`config.mk`:
```
export PLATFORM = sky130hd
export DESIGN_NAME = audio_serial_rx
export DESIGN_NICKNAME = d
export VERILOG_FILES = /design/src/rtl/dsr_pkg.sv /design/src/rtl/dsr_sync.sv /design/src/rtl/dsr_slot_ctrl.sv /design/src/rtl/dsr_shifter.sv /design/src/rtl/dsr_frame_store.sv /design/src/rtl/audio_serial_rx.sv
export SDC_FILE = /design/constraint.sdc
export NUM_CORES = 1
export LEC_CHECK = 0
export BUFFER_PORTS_ARGS = -buffer_cell sky130_fd_sc_hd__buf_2
export CAP_MARGIN = 30
export CORE_ASPECT_RATIO = 0.6
export CORE_UTILIZATION = 50
export DETAILED_ROUTE_END_ITERATION = 8
export PLACE_DENSITY = 0.69
export SLEW_MARGIN = 20
export SYNTH_ARGS = -nofsm -noshare
export SYNTH_HDL_FRONTEND = slang
export SYNTH_SLANG_ARGS = --single-unit
export TNS_END_PERCENT = 10
```
`constraint.sdc`:
```
create_clock -name clk -period 5.7 [get_ports clk]
set_clock_uncertainty 0.05 [all_clocks]
set_input_delay 0.285 -clock clk [delete_from_list [all_inputs] [get_ports clk]]
set_output_delay 0.285 -clock clk [all_outputs]
set_load 0.01 [all_outputs]
```
`src/rtl/dsr_pkg.sv`:
```
package dsr_pkg;

    localparam int WORD_W = 24;

    typedef enum logic [1:0] {
        ST_SEEK    = 2'd0,
        ST_CAPTURE = 2'd1,
        ST_PAD     = 2'd2,
        ST_COMMIT  = 2'd3
    } rx_state_t;

    // number of data bits in a word for a width code
    function automatic logic [4:0] word_bits(input logic [1:0] sel);
        logic [4:0] n;
        unique case (sel)
            2'd0:    n = 5'd16;
            2'd1:    n = 5'd20;
            default: n = 5'd24;
        endcase
        return n;
    endfunction

    // move a right-justified word to the top of the output field
    function automatic logic [WORD_W-1:0] left_align(input logic [WORD_W-1:0] raw,
                                                     input logic [1:0]        sel);
        logic [WORD_W-1:0] v;
        unique case (sel)
            2'd0:    v = raw << 8;
            2'd1:    v = raw << 4;
            default: v = raw;
        endcase
        return v;
    endfunction

endpackage

```
`src/rtl/dsr_sync.sv`:
```
module dsr_sync #(
    parameter int W      = 5,
    parameter int STAGES = 2
) (
    input  logic         clk,
    input  logic         rst_n,
    input  logic [W-1:0] async_in,
    output logic [W-2:0] sync_data,
    output logic         bit_rise
);

    logic [STAGES-1:0][W-1:0] pipe;
    logic                     bclk_prev;

    always_ff @(posedge clk or negedge rst_n) begin
        if (!rst_n) begin
            pipe      <= '0;
            bclk_prev <= 1'b0;
        end else begin
            pipe[0] <= async_in;
            for (int i = 1; i < STAGES; i++) begin
                pipe[i] <= pipe[i-1];
            end
            bclk_prev <= pipe[STAGES-1][0];
        end
    end

    assign sync_data = pipe[STAGES-1][W-1:1];
    assign bit_rise  = pipe[STAGES-1][0] & ~bclk_prev;

endmodule

```
`src/rtl/dsr_slot_ctrl.sv`:
```
module dsr_slot_ctrl
    import dsr_pkg::*;
#(
    parameter int CHANS     = 6,
    parameter int SLOT_BITS = 32
) (
    input  logic                       clk,
    input  logic                       rst_n,
    input  logic                       bit_rise,
    input  logic                       lr_now,
    input  logic                       tdm_mode,
    input  logic [1:0]                 width_sel,
    output logic                       shift_en,
    output logic                       store_en,
    output logic                       commit,
    output logic [$clog2(CHANS)-1:0]   slot_idx,
    output logic                       tdm_active,
    output logic [1:0]                 wsel_active
);

    localparam int BIT_IW  = $clog2(SLOT_BITS);
    localparam int SLOT_IW = $clog2(CHANS);

    rx_state_t            state, state_nx;
    logic                 lr_prev;
    logic [BIT_IW-1:0]    bitpos;
    logic [SLOT_IW-1:0]   slot;
    logic                 tdm_q;
    logic [1:0]           wsel_q;

    logic                 fall_evt, rise_evt;
    logic [4:0]           wlen;
    logic                 last_bit, last_slot, slot_end;

    assign fall_evt  = bit_rise & lr_prev & ~lr_now;
    assign rise_evt  = bit_rise & ~lr_prev & lr_now & ~tdm_q & (state != ST_SEEK);
    assign wlen      = word_bits(wsel_q);
    assign last_bit  = (bitpos == BIT_IW'(wlen - 5'd1));
    assign slot_end  = (bitpos == BIT_IW'(SLOT_BITS - 1));
    assign last_slot = tdm_q ? (slot == SLOT_IW'(CHANS - 1)) : (slot == SLOT_IW'(1));

    // next state
    always_comb begin
        state_nx = state;
        if (fall_evt || rise_evt) begin
            state_nx = ST_CAPTURE;
        end else begin
            unique case (state)
                ST_SEEK:    state_nx = ST_SEEK;
                ST_CAPTURE: if (bit_rise && last_bit)
                                state_nx = last_slot ? ST_COMMIT : ST_PAD;
                ST_PAD:     if (bit_rise && tdm_q && slot_end && !last_slot)
                                state_nx = ST_CAPTURE;
                ST_COMMIT:  state_nx = ST_PAD;
            endcase
        end
    end

    // state register
    always_ff @(posedge clk or negedge rst_n) begin
        if (!rst_n) state <= ST_SEEK;
        else        state <= state_nx;
    end

    // slot and bit counters, frame configuration
    always_ff @(posedge clk or negedge rst_n) begin
        if (!rst_n) begin
            lr_prev <= 1'b0;
            bitpos  <= '0;
            slot    <= '0;
            tdm_q   <= 1'b0;
            wsel_q  <= 2'd2;
        end else begin
            if (bit_rise) lr_prev <= lr_now;
            if (fall_evt) begin
                slot   <= '0;
                bitpos <= '0;
                tdm_q  <= tdm_mode;
                wsel_q <= width_sel;
            end else if (rise_evt) begin
                slot   <= SLOT_IW'(1);
                bitpos <= '0;
            end else if (bit_rise) begin
                unique case (state)
                    ST_CAPTURE: bitpos <= bitpos + BIT_IW'(1);
                    ST_PAD: begin
                        if (tdm_q && slot_end && !last_slot) begin
                            slot   <= slot + SLOT_IW'(1);
                            bitpos <= '0;
                        end else if (!slot_end) begin
                            bitpos <= bitpos + BIT_IW'(1);
                        end
                    end
                    default: ;
                endcase
            end
        end
    end

    // outputs
    always_comb begin
        shift_en    = bit_rise && (state == ST_CAPTURE) && !fall_evt && !rise_evt;
        store_en    = shift_en && last_bit;
        commit      = (state == ST_COMMIT);
        slot_idx    = slot;
        tdm_active  = tdm_q;
        wsel_active = wsel_q;
    end

endmodule

```
`src/rtl/dsr_shifter.sv`:
```
module dsr_shifter
    import dsr_pkg::*;
#(
    parameter int PAIRS = 3
) (
    input  logic                      clk,
    input  logic                      rst_n,
    input  logic                      shift_en,
    input  logic [PAIRS-1:0]          sdata,
    input  logic [1:0]                wsel,
    output logic [PAIRS*WORD_W-1:0]   aligned
);

    for (genvar p = 0; p < PAIRS; p++) begin : g_lane
        logic [WORD_W-1:0] sh;
        logic [WORD_W-1:0] nxt;

        assign nxt = {sh[WORD_W-2:0], sdata[p]};

        always_ff @(posedge clk or negedge rst_n) begin
            if (!rst_n)        sh <= '0;
            else if (shift_en) sh <= nxt;
        end

        assign aligned[p*WORD_W +: WORD_W] = left_align(nxt, wsel);
    end

endmodule

```
`src/rtl/dsr_frame_store.sv`:
```
module dsr_frame_store
    import dsr_pkg::*;
#(
    parameter int PAIRS = 3
) (
    input  logic                          clk,
    input  logic                          rst_n,
    input  logic                          store_en,
    input  logic [$clog2(2*PAIRS)-1:0]    slot_idx,
    input  logic                          tdm_active,
    input  logic [PAIRS*WORD_W-1:0]       aligned,
    input  logic                          commit,
    input  logic                          replicate_en,
    output logic [2*PAIRS*WORD_W-1:0]     dac_words,
    output logic                          frame_valid
);

    localparam int CHANS = 2 * PAIRS;

    logic [CHANS-1:0][WORD_W-1:0] hold;

    always_ff @(posedge clk or negedge rst_n) begin
        if (!rst_n) begin
            hold <= '0;
        end else if (store_en) begin
            if (tdm_active) begin
                if (int'(slot_idx) < CHANS) hold[slot_idx] <= aligned[WORD_W-1:0];
            end else begin
                for (int p = 0; p < PAIRS; p++) begin
                    hold[2*p + int'(slot_idx[0])] <= aligned[p*WORD_W +: WORD_W];
                end
            end
        end
    end

    always_ff @(posedge clk or negedge rst_n) begin
        if (!rst_n) begin
            dac_words   <= '0;
            frame_valid <= 1'b0;
        end else begin
            frame_valid <= commit;
            if (commit) begin
                for (int i = 0; i < CHANS; i++) begin
                    dac_words[i*WORD_W +: WORD_W] <= replicate_en ? hold[i % 2] : hold[i];
                end
            end
        end
    end

endmodule

```
`src/rtl/audio_serial_rx.sv`:
```
module audio_serial_rx
    import dsr_pkg::*;
#(
    parameter int PAIRS       = 3,
    parameter int SLOT_BITS   = 32,
    parameter int SYNC_STAGES = 2
) (
    input  logic                        clk,
    input  logic                        rst_n,
    input  logic                        bclk_in,
    input  logic                        fclk_in,
    input  logic [PAIRS-1:0]            sdata_in,
    input  logic                        tdm_mode,
    input  logic                        replicate_en,
    input  logic [1:0]                  width_sel,
    output logic [2*PAIRS*WORD_W-1:0]   dac_words,
    output logic                        frame_valid
);

    localparam int CHANS   = 2 * PAIRS;
    localparam int SLOT_IW = $clog2(CHANS);

    logic [PAIRS:0]         sync_data;
    logic                   bit_rise;
    logic                   shift_en, store_en, commit, tdm_active;
    logic [SLOT_IW-1:0]     slot_idx;
    logic [1:0]             wsel_active;
    logic [PAIRS*WORD_W-1:0] aligned;

    dsr_sync #(.W(PAIRS + 2), .STAGES(SYNC_STAGES)) u_sync (
        .clk      (clk),
        .rst_n    (rst_n),
        .async_in ({sdata_in, fclk_in, bclk_in}),
        .sync_data(sync_data),
        .bit_rise (bit_rise)
    );

    dsr_slot_ctrl #(.CHANS(CHANS), .SLOT_BITS(SLOT_BITS)) u_ctrl (
        .clk        (clk),
        .rst_n      (rst_n),
        .bit_rise   (bit_rise),
        .lr_now     (sync_data[0]),
        .tdm_mode   (tdm_mode),
        .width_sel  (width_sel),
        .shift_en   (shift_en),
        .store_en   (store_en),
        .commit     (commit),
        .slot_idx   (slot_idx),
        .tdm_active (tdm_active),
        .wsel_active(wsel_active)
    );

    dsr_shifter #(.PAIRS(PAIRS)) u_shift (
        .clk     (clk),
        .rst_n   (rst_n),
        .shift_en(shift_en),
        .sdata   (sync_data[PAIRS:1]),
        .wsel    (wsel_active),
        .aligned (aligned)
    );

    dsr_frame_store #(.PAIRS(PAIRS)) u_store (
        .clk         (clk),
        .rst_n       (rst_n),
        .store_en    (store_en),
        .slot_idx    (slot_idx),
        .tdm_active  (tdm_active),
        .aligned     (aligned),
        .commit      (commit),
        .replicate_en(replicate_en),
        .dac_words   (dac_words),
        .frame_valid (frame_valid)
    );

endmodule

```
==> results.md <==
- The register area is ~0.0096 sq mm.
- Global routing used 26.37% of the available tracks.
- The total chip power is 6.106 mW.
- The via count of the first global-routing pass is roughly 12000.
- The number of gates given a new drive strength after cts is 0.
- The sequential share of the synthesized area is 55.44%.
- The HPWL after detailed placement is 32960 um.
- The number of synthesized flops with an enable pin is 0.
- The most numerous cell in the Yosys netlist is sky130_fd_sc_hd__dfrtp_1.
- The number of antenna repair diodes is 0.
- The post-route netlist has 22.71% of its cells at a drive strength greater than 1.
- The count of endpoints failing hold in the final timing report is 0.
- After synthesis, the netlist uses 55 different library cells.
- The floorplan row count is 52.
- The sink count of the clock tree is 383.
- The area of the mapped netlist is 0.01729 sq mm.
- Setup repair after global routing left no endpoint under its margin.
- The clock input transition at the sequential cells of the worst setup and hold paths is 0.07 ns.
- The part of the cycle the worst path needs is 59.63%.
- The run finished with clean final reports.
- The summed negative setup slack over all endpoints is 0 ns.
- Of the total power, registers draw 48.5%.
- The H-tree was split into 2 levels.
- The worst-case clock buffer depth is 3.
- The core region is 0.03390 sq mm.
- The total of fill cells in the finished design is 2813.
- After detailed placement, the total cell area comes to 0.01838 sq mm.
- The share of total power in the clock network is between 40% and 50%.
- The summed area of non-filler cells in the final layout is around 0.020 sq mm.
- The static leakage power is ~8.9 nW.
- In this run the post-CTS setup repair buffer count came out at 0.
- After global routing the overflow that remains totals 0.
- The internal power of the cells totals 4.434 mW.
- The total setup violations reported at the end of the flow is 0.
- The final max-slew violation count is 0.
- Routability-driven placement finished with a final weighted congestion of between 1 and 1.5.
- Entering global routing, the biggest net connects 180 pins.
- After detailed routing, the number of remaining DRC violations is 0.
- The number of nets handed over by synthesis was 1543.
- Of all flip-flops after synthesis, the portion carrying an async set or reset was 100.0%.
- The count of state elements after synthesis is ~380.
- Yosys attributes the largest share of cell area to sky130_fd_sc_hd__dfrtp_1, sky130_fd_sc_hd__mux2i_1, sky130_fd_sc_hd__mux2_2.
- At the worst endpoint, the required time is around 6 ns.
- Together, buffers and inverters on the worst path number 1.
- Synthesis handed over a netlist of between 1500 and 2000 instances.
- The initial core utilization is 51.00%.
- The signal on the critical path passes through nor2b_4, and4bb_2, nor2_1, nor3_4, buf_4, mux2_2.
- The first-pass GRT wire length is around 72000 um.
- Max-cap violations in this run came to 0.
- For this run, the slowest stage of the critical path takes 0.82 ns.
- TritonCTS built the clock tree.
- The floorplan die height is 146.0 um.
- The minimum period implied by the final worst setup slack is 3.399 ns.
- sky130_fd_sc_hd__dfrtp_1 takes more of the synthesized area than any other cell.
- The kind of end point of the critical path is a register.
- Combinational cells account for 11.6% of the total power.
- The remaining antenna violation count is 0.
- The path class of the tightest hold or removal check is in -> reg.
- The net count of the finished layout is 1647.
- The signed area change from the synthesized netlist to the final layout is 14.10%.
- Dividing total power by cell area gives a power density of 309.5 mW/mm^2.
- 156 I/O pins were placed.
- The multi-input gate area in the final layout is 0.007127 sq mm.
- The CTS buffer count is 37.
- The first detailed-routing pass took 7 iterations.
- Detailed routing inserted a total of 12570 vias.
- The worst setup path category is reg -> reg.
- In the final routed layout, each cell accounts on average for around 22 um.
- The family with the most delay on the worst path is simple AND/OR/NAND/NOR gates.
- The launching element type of the critical path is a register.
- The tightest slew margin relative to the limit is 25.67%.
- The actual slew at the worst max-slew pin is between 1 and 1.5 ns.
- The width of the chip is 242.1 um.
- The area of the die is 0.03535 sq mm.
- Dividing the detail-routed via count by the number of cells gives around 6.0.
- In this run, the number of DRC markers left after iteration 0 of detailed routing was 1457.
- The share of Yosys cell area claimed by the top area cell type is 55.29%.
- The maximum achievable frequency is just under 0.3 GHz.
- The most common flop cell mapped by yosys is sky130_fd_sc_hd__dfrtp_1.
- Summed over all layers, the routed wires come to 46680 um.
- At the worst endpoint, the arrival time is 3.77 ns.
- The cell sitting at the root of the clock tree is a sky130_fd_sc_hd__clkbuf_16.
- The Yosys step of the flow raised 0 warnings.
- The net switching power of the design is around 1.7 mW.
- In this run the worst path has a maximum fanout of 25.
- For the worst-skew pair, the clock arrives at the later sink with an insertion delay of 0.55 ns.
- A synthesized cell averages 11.34 sq um.
- The switching portion of total power is 27.39%.
- The number of input and output port buffers inserted is 155.
- VDD sags by at most just over 200 uV.
- By count the netlist is led by sky130_fd_sc_hd__dfrtp_1, sky130_fd_sc_hd__mux2i_1, sky130_fd_sc_hd__nor2_1.
- The number of antenna violations at the first check in global routing is 0.
- Among all stages on the critical path, the largest delay is contributed by sky130_fd_sc_hd__dfrtp_2.
[worst min-delay path, stage by stage]
cell	delay, ns
sky130_fd_sc_hd__buf_4	0.22
sky130_fd_sc_hd__mux2i_1	0.19
sky130_fd_sc_hd__a21oi_1	0.08
[final timing paths]
kind	from	end	slack, ns	cells past startpoint
max reg2reg	u_ctrl.wsel_active[0]	u_store.hold[30]	2.30	6
max in group asynchronous	rst_n	u_store.dac_words[112]	3.95	4
max	u_ctrl.wsel_active[0]	u_store.hold[30]	2.30	6
min in group asynchronous	rst_n	u_store.dac_words[130]	0.25	2
min	replicate_en	u_store.dac_words[96]	0.23	3
min reg2reg	u_sync.pipe[0]	u_sync.pipe[5]	0.30	0
[cells by family (layout without fill, tap and decap cells)]
logic type               Yosys count  in the layout  synth area share, %
AO/OA/AOI/OAI                    389            389                14.26
buffers and inverters            154            281                3.604
multiplexers                     311            311                19.07
adder cells (fa/ha/maj)            8              8               0.5790
flip-flops                       383            383                55.44
XOR/XNOR                           1              1              0.05067
AND/OR/NAND/NOR                  278            278                6.991
[per-layer routing]
metal  GRT usage, %  part of all wire [%]  up-vias
met5              0                     0        -
met4          6.108                   1.8        0
met3          6.728                   8.7       74
met2          35.65                    41      480
met1          41.92                    48     6326
li1               -                     -     5689
[area by class of cell]
| class | instances | area share (%) |
|---|---|---|
| inverters | 39 | 0.7421 |
| repair buffers | 180 | 5.594 |
| flip-flops and latches | 383 | 48.62 |
| clock inverters | 7 | 0.5645 |
| clock buffers | 55 | 5.442 |
| multi-input cells | 987 | 36.13 |
| well taps | 459 | 2.911 |
[flip-flops by register name, indices dropped and copies added (netlist names)]
register,count
u_store.dac_words,144
u_store.hold,144
u_shift.g_lane.sh,69
u_sync.pipe,6
u_ctrl.bitpos,5
u_sync.sync_data,4
u_ctrl.slot_idx,3
u_ctrl.state,2
u_ctrl.wsel_active,2
u_ctrl.lr_prev,1
u_ctrl.tdm_active,1
u_store.frame_valid,1
u_sync.bclk_prev,1
[per-stage QoR]
step                utilization (%)  std cells  hold slack (ns)  setup WS [ns]
floorplan                         -       1524         -0.06059          3.260
global placement              54.15       2035           0.2355          2.426
detailed placement            54.23       2036           0.2390          2.366
CTS                           57.99       2107           0.2076          2.346
global route                  58.19       2110           0.2273          2.246
finish                        58.19       2110           0.2261          2.301
[cells in the final DEF, fill, tap and decap left out, types with 3 or more instances in the layout]
| cell type | n |
|---|---|
| sky130_fd_sc_hd__o221ai_1 | 32 |
| sky130_fd_sc_hd__nand3b_1 | 3 |
| sky130_fd_sc_hd__nor2_1 | 173 |
| sky130_fd_sc_hd__clkbuf_8 | 8 |
| sky130_fd_sc_hd__mux2_4 | 4 |
| sky130_fd_sc_hd__buf_4 | 10 |
| sky130_fd_sc_hd__dlygate4sd3_1 | 9 |
| sky130_fd_sc_hd__clkbuf_16 | 37 |
| sky130_fd_sc_hd__o21a_1 | 33 |
| sky130_fd_sc_hd__o22a_1 | 32 |
| sky130_fd_sc_hd__buf_16 | 3 |
| sky130_fd_sc_hd__clkbuf_1 | 10 |
| sky130_fd_sc_hd__nand4_1 | 3 |
| sky130_fd_sc_hd__and2_0 | 4 |
| sky130_fd_sc_hd__mux2_2 | 131 |
| sky130_fd_sc_hd__o21ai_0 | 60 |
| sky130_fd_sc_hd__mux2i_1 | 176 |
| sky130_fd_sc_hd__and2_1 | 5 |
| sky130_fd_sc_hd__and3b_1 | 4 |
| sky130_fd_sc_hd__a22oi_1 | 32 |
| sky130_fd_sc_hd__buf_12 | 3 |
| sky130_fd_sc_hd__a31oi_1 | 3 |
| sky130_fd_sc_hd__a22o_1 | 14 |
| sky130_fd_sc_hd__ha_1 | 7 |
| sky130_fd_sc_hd__dfrtp_1 | 381 |
| sky130_fd_sc_hd__nand2b_1 | 4 |
| sky130_fd_sc_hd__inv_1 | 39 |
| sky130_fd_sc_hd__a21oi_1 | 166 |
| sky130_fd_sc_hd__buf_2 | 153 |
| sky130_fd_sc_hd__nand2_1 | 62 |
[power by group through the flow]
stage                     registers, mW  logic [mW]  clock network, mW
after floorplan                    2.90       0.527                  0
after global placement             3.05       0.604                  0
after detailed placement           3.05       0.612                  0
after CTS                          3.00       0.619               2.48
after global routing               2.97       0.756               2.58
final                              2.96       0.706               2.44
[timing repair]
item | CTS | global route
hold buffers | 9 | 0
endpoints found under the hold margin | 79 | 0
setup endpoints to repair | 0 | 0
Note: power is estimated with default switching activity, not from simulation.
